===== src/rtl/adc_serial_port.sv =====
module adc_serial_port #(
  parameter int W        = 20,
  parameter int BLANK    = 4,
  parameter int CAL_HOLD = 4
) (
  input  logic         clk,
  input  logic         rst_n,
  input  logic         clk_mode,
  input  logic         sclk_in,
  output logic         sclk_out,
  output logic         sclk_oe,
  input  logic         cs_n,
  input  logic         cal,
  input  logic [W-1:0] word_in,
  input  logic         word_load,
  output logic         sdata_out,
  output logic         sdata_oe,
  output logic         rdy_n
);
  localparam int CW = $clog2(W);
  localparam int BW = $clog2(BLANK + 1);
  localparam int HW = $clog2(CAL_HOLD + 1);

  logic [2:0]    sync;
  logic          cs_q, busy, valid, newer;
  logic [1:0]    ph;
  logic [CW-1:0] bcnt;
  logic [W-1:0]  out_reg, sh;
  logic [BW-1:0] blank;
  logic [HW-1:0] cal_cnt;

  wire cal_rst   = cal && (cal_cnt == HW'(CAL_HOLD));
  wire host_fall = sync[2] & ~sync[1];
  wire advance   = busy & (clk_mode ? (ph == 2'd2) : host_fall);
  wire last      = advance && (bcnt == CW'(W - 1));
  wire start     = cs_q & ~cs_n & ~busy;
  wire abort     = busy & cs_n;

  assign sdata_oe  = busy;
  assign sdata_out = busy ? sh[W-1] : 1'b0;
  assign sclk_oe   = clk_mode;
  assign sclk_out  = clk_mode & busy & (ph == 2'd2);
  assign rdy_n     = ~valid | (blank != '0);

  always_ff @(posedge clk or negedge rst_n) begin
    if (!rst_n) begin
      sync    <= '0;
      cs_q    <= 1'b1;
      cal_cnt <= '0;
      busy    <= 1'b0;
      valid   <= 1'b0;
      newer   <= 1'b0;
      ph      <= '0;
      bcnt    <= '0;
      out_reg <= '0;
      sh      <= '0;
      blank   <= '0;
    end else begin
      sync <= {sync[1:0], sclk_in};
      cs_q <= cs_n;
      if (!cal)
        cal_cnt <= '0;
      else if (cal_cnt != HW'(CAL_HOLD))
        cal_cnt <= cal_cnt + 1'b1;

      if (cal_rst) begin
        busy    <= 1'b0;
        valid   <= 1'b0;
        newer   <= 1'b0;
        ph      <= '0;
        bcnt    <= '0;
        out_reg <= '0;
        sh      <= '0;
        blank   <= '0;
      end else begin
        if (blank != '0)
          blank <= blank - 1'b1;

        if (abort) begin
          busy <= 1'b0;
        end else if (start) begin
          busy  <= 1'b1;
          sh    <= out_reg;
          bcnt  <= '0;
          ph    <= '0;
          newer <= word_load;
        end else if (busy) begin
          ph <= ph + 1'b1;
          if (advance) begin
            sh   <= sh << 1;
            bcnt <= bcnt + 1'b1;
            if (last) begin
              busy  <= 1'b0;
              valid <= newer;
            end
          end
        end

        if (word_load) begin
          out_reg <= word_in;
          valid   <= 1'b1;
          blank   <= BW'(BLANK);
          if (busy && !start)
            newer <= 1'b1;
        end
      end
    end
  end
endmodule



===== config.mk =====
export PLATFORM = sky130hd
export DESIGN_NAME = adc_serial_port
export DESIGN_NICKNAME = d
export VERILOG_FILES = /design/src/rtl/adc_serial_port.sv
export SDC_FILE = /design/constraint.sdc
export NUM_CORES = 1
export LEC_CHECK = 0
export ABC_AREA = 0
export BUFFER_PORTS_ARGS = -buffer_cell sky130_fd_sc_hd__buf_2
export CORE_AREA = 2 2 89 91
export DETAILED_ROUTE_END_ITERATION = 10
export DIE_AREA = 0 0 91 93
export HOLD_SLACK_MARGIN = 0.15
export PLACE_DENSITY_LB_ADDON = 0.3
export RECOVER_POWER = 50
export SYNTH_ARGS = -nofsm -noshare
export SYNTH_HDL_FRONTEND = slang
export SYNTH_SLANG_ARGS = --single-unit

===== constraint.sdc =====
create_clock -name clk -period 3.9 [get_ports clk]
set_clock_uncertainty 0.2 [all_clocks]
set_input_delay 0.78 -clock clk [delete_from_list [all_inputs] [get_ports clk]]
set_output_delay 0.78 -clock clk [all_outputs]
set_load 0.03 [all_outputs]

**After elaboration in Yosys (flattened, before gate mapping)**

Cells that the tools add are included.

- Bits in registers: 60
- Input port bits: 27
- Output and inout port bits: 5
- Logic and storage cells: 91

- Add/subtract/negate cells: 4
- Equal/unequal tests: 8
- Mux-type cells: 41
- Bitwise operators: 12
- Reductions and logical operators: 15

Operator list:

| kind | number |
|---|---|
| two-way mux 20 bit | 7 |
| two-way mux 5 bit | 5 |
| nonzero test 3 bit | 7 |
| two-way mux 1 bit | 20 |
| two-way mux 3 bit | 5 |
| inequality test 3 bit, second input constant | 3 |
| two-way mux 2 bit | 4 |
| AND 1 bit | 7 |
| adder 5 x 1 -> 5 bit, second input constant | 1 |
| == test 5 bit, second input constant | 1 |
| AND reduction 5 bit | 1 |
| inverter 1 bit | 4 |
| adder 3 x 1 -> 3 bit, second input constant | 1 |
| == test 3 bit, second input constant | 1 |
| logical AND 1 bit | 3 |
| AND reduction 3 bit | 1 |
| subtractor 3 x 1 -> 3 bit, second input constant | 1 |
| adder 2 x 1 -> 2 bit, second input constant | 1 |
| == test 2 bit, second input constant | 1 |
| inequality test 2 x 1 -> 1 bit, second input constant | 1 |
| inequality test 2 bit, second input constant | 1 |
| AND reduction 2 bit | 1 |
| nonzero test 2 bit | 1 |
| logical NOT 1 bit | 1 |
| bitwise OR 1 bit | 1 |

**Longest topological paths before layout**

- Word-level depth: 12
- Depth in mapped cells: 7
- Mapped depth without buffers: 6

**Least setup slack after synthesis**

No wires, ideal clock.

- Path type: input to register
- From: in clk_mode
- To: reg bcnt[4]
- Library setup time: 0.069 ns
- Data arrival time: 1.938 ns
- Data required time: 3.631 ns
- Slack: 1.692 ns
- Cell stages on the path: 4
- Cells stage by stage: or3b_4 > a21o_1 > or4_1 > nand3_1

- Word-level cells in the longest chain between the ends: 4

Ends and longest elaborated chain:

| element | RTL line | source |
|---|---|---|
| from (decl) | 8 | `input logic clk_mode,` |
| two-way mux 1 bit | 34 | `wire advance = busy & (clk_mode ? (ph == 2'd2) : host_fall);` |
| AND 1 bit | 34 |  |
| nonzero test 3 bit (no line) | -- |  |
| AND reduction 3 bit (no line) | -- |  |
| to (signal assigned) | 91 | `bcnt <= bcnt + 1'b1;` |
| to (decl) | 27 | `logic [CW-1:0] bcnt;` |

Every way passes these cells.
A chain may end at the register's enable or synchronous reset.

==> flow_metrics.tcl <==
set metrics [dict create \
    outcome "finished, final reports clean" \
    syn_nets 290 \
    async_flop_share_pct 100 \
    die_h_um 93 \
    worst_setup_path_end_kind "async pin" \
    grt_pass1_vias 1855 \
    worst_path_max_delay_cell "clkbuf_2" \
    io_pins 32 \
    first_iter_violations 69 \
    via_count 1956 \
    relSlewSlack_pct 17.1 \
    cts_resized 0 \
    tightest_slew_ns 1.24 \
    area_delta_synth_final_pct 15.3 \
    cts.hold.buffers_added 0 \
    maxCapViolCount 0 \
    finalCritPeriodShare_pct 62.7 \
    drive_above_1_share_pct 19.2 \
    start_kind "primary input" \
    worstPathCellList "clkbuf_1 -> clkbuf_2" \
    cts_setup_buffers 0 \
    clk_path_buf_depth 2 \
    final_hold_viol_count 0 \
    cts_tree "yes" \
    place_area_um2 3040 \
    die-area_um2 8460 \
    p_leak_nw 1.43 \
    ys_seq_area_share_pct 53.8 \
    cp.buffers_inverters 2 \
    hpwl_um 3460 \
    grt.total_usage_pct 13.7 \
    vdd.ir_drop.worst_mv 0.233 \
    grt_pass1_wl_um 9070 \
    nFillCells 770 \
    critPathKind "in -> async" \
    final_antenna_net_count 0 \
    setup_violations 0 \
    routedWlPerCell_um 13.6 \
    clkTransAtPathRegs_ns 0.06 \
    cpPeakStageDelay_ns 0.90 \
    crit_fanout 38 \
    rsz0062_at_grt "no" \
    finish.instance_area_um2 3220 \
    cts_root_buf "clkbuf_8" \
    synth_edf_count 0 \
    synth_area_um2 2790 \
    yosysWarnings 0 \
    syn_avg_cell_area_um2 10.9 \
    arrival_ns 2.58 \
    gr-total-overflow 0 \
    slew_viol_final 0 \
    final.min_clock_period_ns 2.45 \
    synth.distinct_cells 40 \
    clk_latency_ns 0.34 \
    regArea_um2 1500 \
    fin_nets 320 \
    core_um2 7530 \
    ys_seq_elements 60 \
    die_w_um 91 \
    antenna_found_initial 0 \
    htree_levels 3 \
    initial_core_util_pct 37.1 \
    synth_top_area_share_pct 52.8 \
    wl_um 5360 \
    avgViaCountPerCell 4.98 \
    max_freq_ghz 0.409 \
    port_buffers 31 \
    grt_max_degree 40 \
    rows 32 \
    critPathTopFamily "buffers and inverters" \
    power_density_nw_per_um2 544 \
    synth_top_area_cell "dfrtp_1" \
    tns_ns 0 \
    worstPathRequired_ns 4.03 \
    multiInputGateArea_um2 1200 \
    synthTopCellsByArea "dfrtp_1 53%, mux2i_1 14%, nor2_1 6.3%" \
    gp_congestion 0.785 \
    clkSinkCount 60 \
    firstDrtPassIters 4 \
    numCtsBuffers 9 \
    diodes 0 \
    synthCells 257 \
    hp-class "reg -> reg" \
    drc 0 \
    synthFlopType "dfrtp_1" \
]
[synthesized netlist by cell type (all sizes together), types with 4 or more instances]
library cell,number
dfrtp,59
nor2,48
mux2i,39
a211oi,19
buf,10
nand2,10
inv,7
clkbuf,6
ha,6
nand3,6
a21oi,5
and2,4
nand2b,4
[power by group]
part / total (mW) / switching, mW / internal, mW
logic: 0.362 / 0.189 / 0.173
clock network: 0.532 / 0.236 / 0.296
registers: 0.859 / 0.0901 / 0.768
total: 1.75 / 0.516 / 1.24
[cell families after synthesis]
logic type	Yosys count	share of synthesized area (%)
AND/OR/NAND/NOR	87	14.4
XOR/XNOR	2	0.627
flip-flops	60	53.8
AO/OA/AOI/OAI	39	10.5
adder cells (fa/ha/maj)	6	2.69
buffers and inverters	23	3.58
multiplexers	40	14.4
[final timing paths]
check | startpoint | end | slack [ns] | cells after the start
worst min-delay path | sync[0] | sync[1] | 0.15 | 0
worst max-delay path | rst_n | cal_cnt[0] | 1.45 | 2
worst min register to register | sync[0] | sync[1] | 0.15 | 0
max in group clk | sdata_oe | sclk_out | 1.54 | 2
worst max register to register | cal_cnt[0] | sh[13] | 1.61 | 5
min in group asynchronous | rst_n | out_reg[15] | 0.49 | 1
[area by class of cell]
type | count | share of cell area, %
Clock buffer | 14 | 5.67
Tap cell | 102 | 3.96
Clock inverter | 1 | 0.155
Multi-Input combinational cell | 174 | 37.2
Timing Repair Buffer | 35 | 5.59
Sequential cell | 60 | 46.6
Inverter | 7 | 0.816
[layout by cell type (no fill, tap or decap), drive strengths merged, types with 2 or more instances in the layout]
master and instances:
nand4 2, or3 3, ha 6, dfrtp 59, mux2i 39, nand2b 4, a31oi 2, and3 2
or3b 2, nand3b 2, a211oi 19, a2111oi 2, nor3 2, clkbuf 17, nand2 10, a21oi 5
buf 32, and2 4, a31o 2, inv 7, nor2 48, a21o 2, xnor2 2, nand3 6
[per-layer routing]
metal | track usage (%) | up-vias | wire (um)
li1 | - | 964 | -
met5 | 0 | - | 0
met1 | 18.1 | 957 | 2620
met4 | 7.20 | 0 | 127
met2 | 20.9 | 24 | 2440
met3 | 3.46 | 11 | 175
[metrics by stage]
step	util (%)	hold slack (ns)	setup slack, ns	std cells	power (mW)
2_1_floorplan	-	0.131	1.69	257	1.13
3_3_place_gp	40.4	0.135	1.34	378	1.22
3_5_place_dp	40.4	0.139	1.24	378	1.24
4_1_cts	42.9	0.153	1.53	393	1.78
5_1_grt	42.8	0.166	1.06	393	1.87
6_report	42.8	0.151	1.45	393	1.75
No activity file was read; power rests on OpenSTA's default activity.
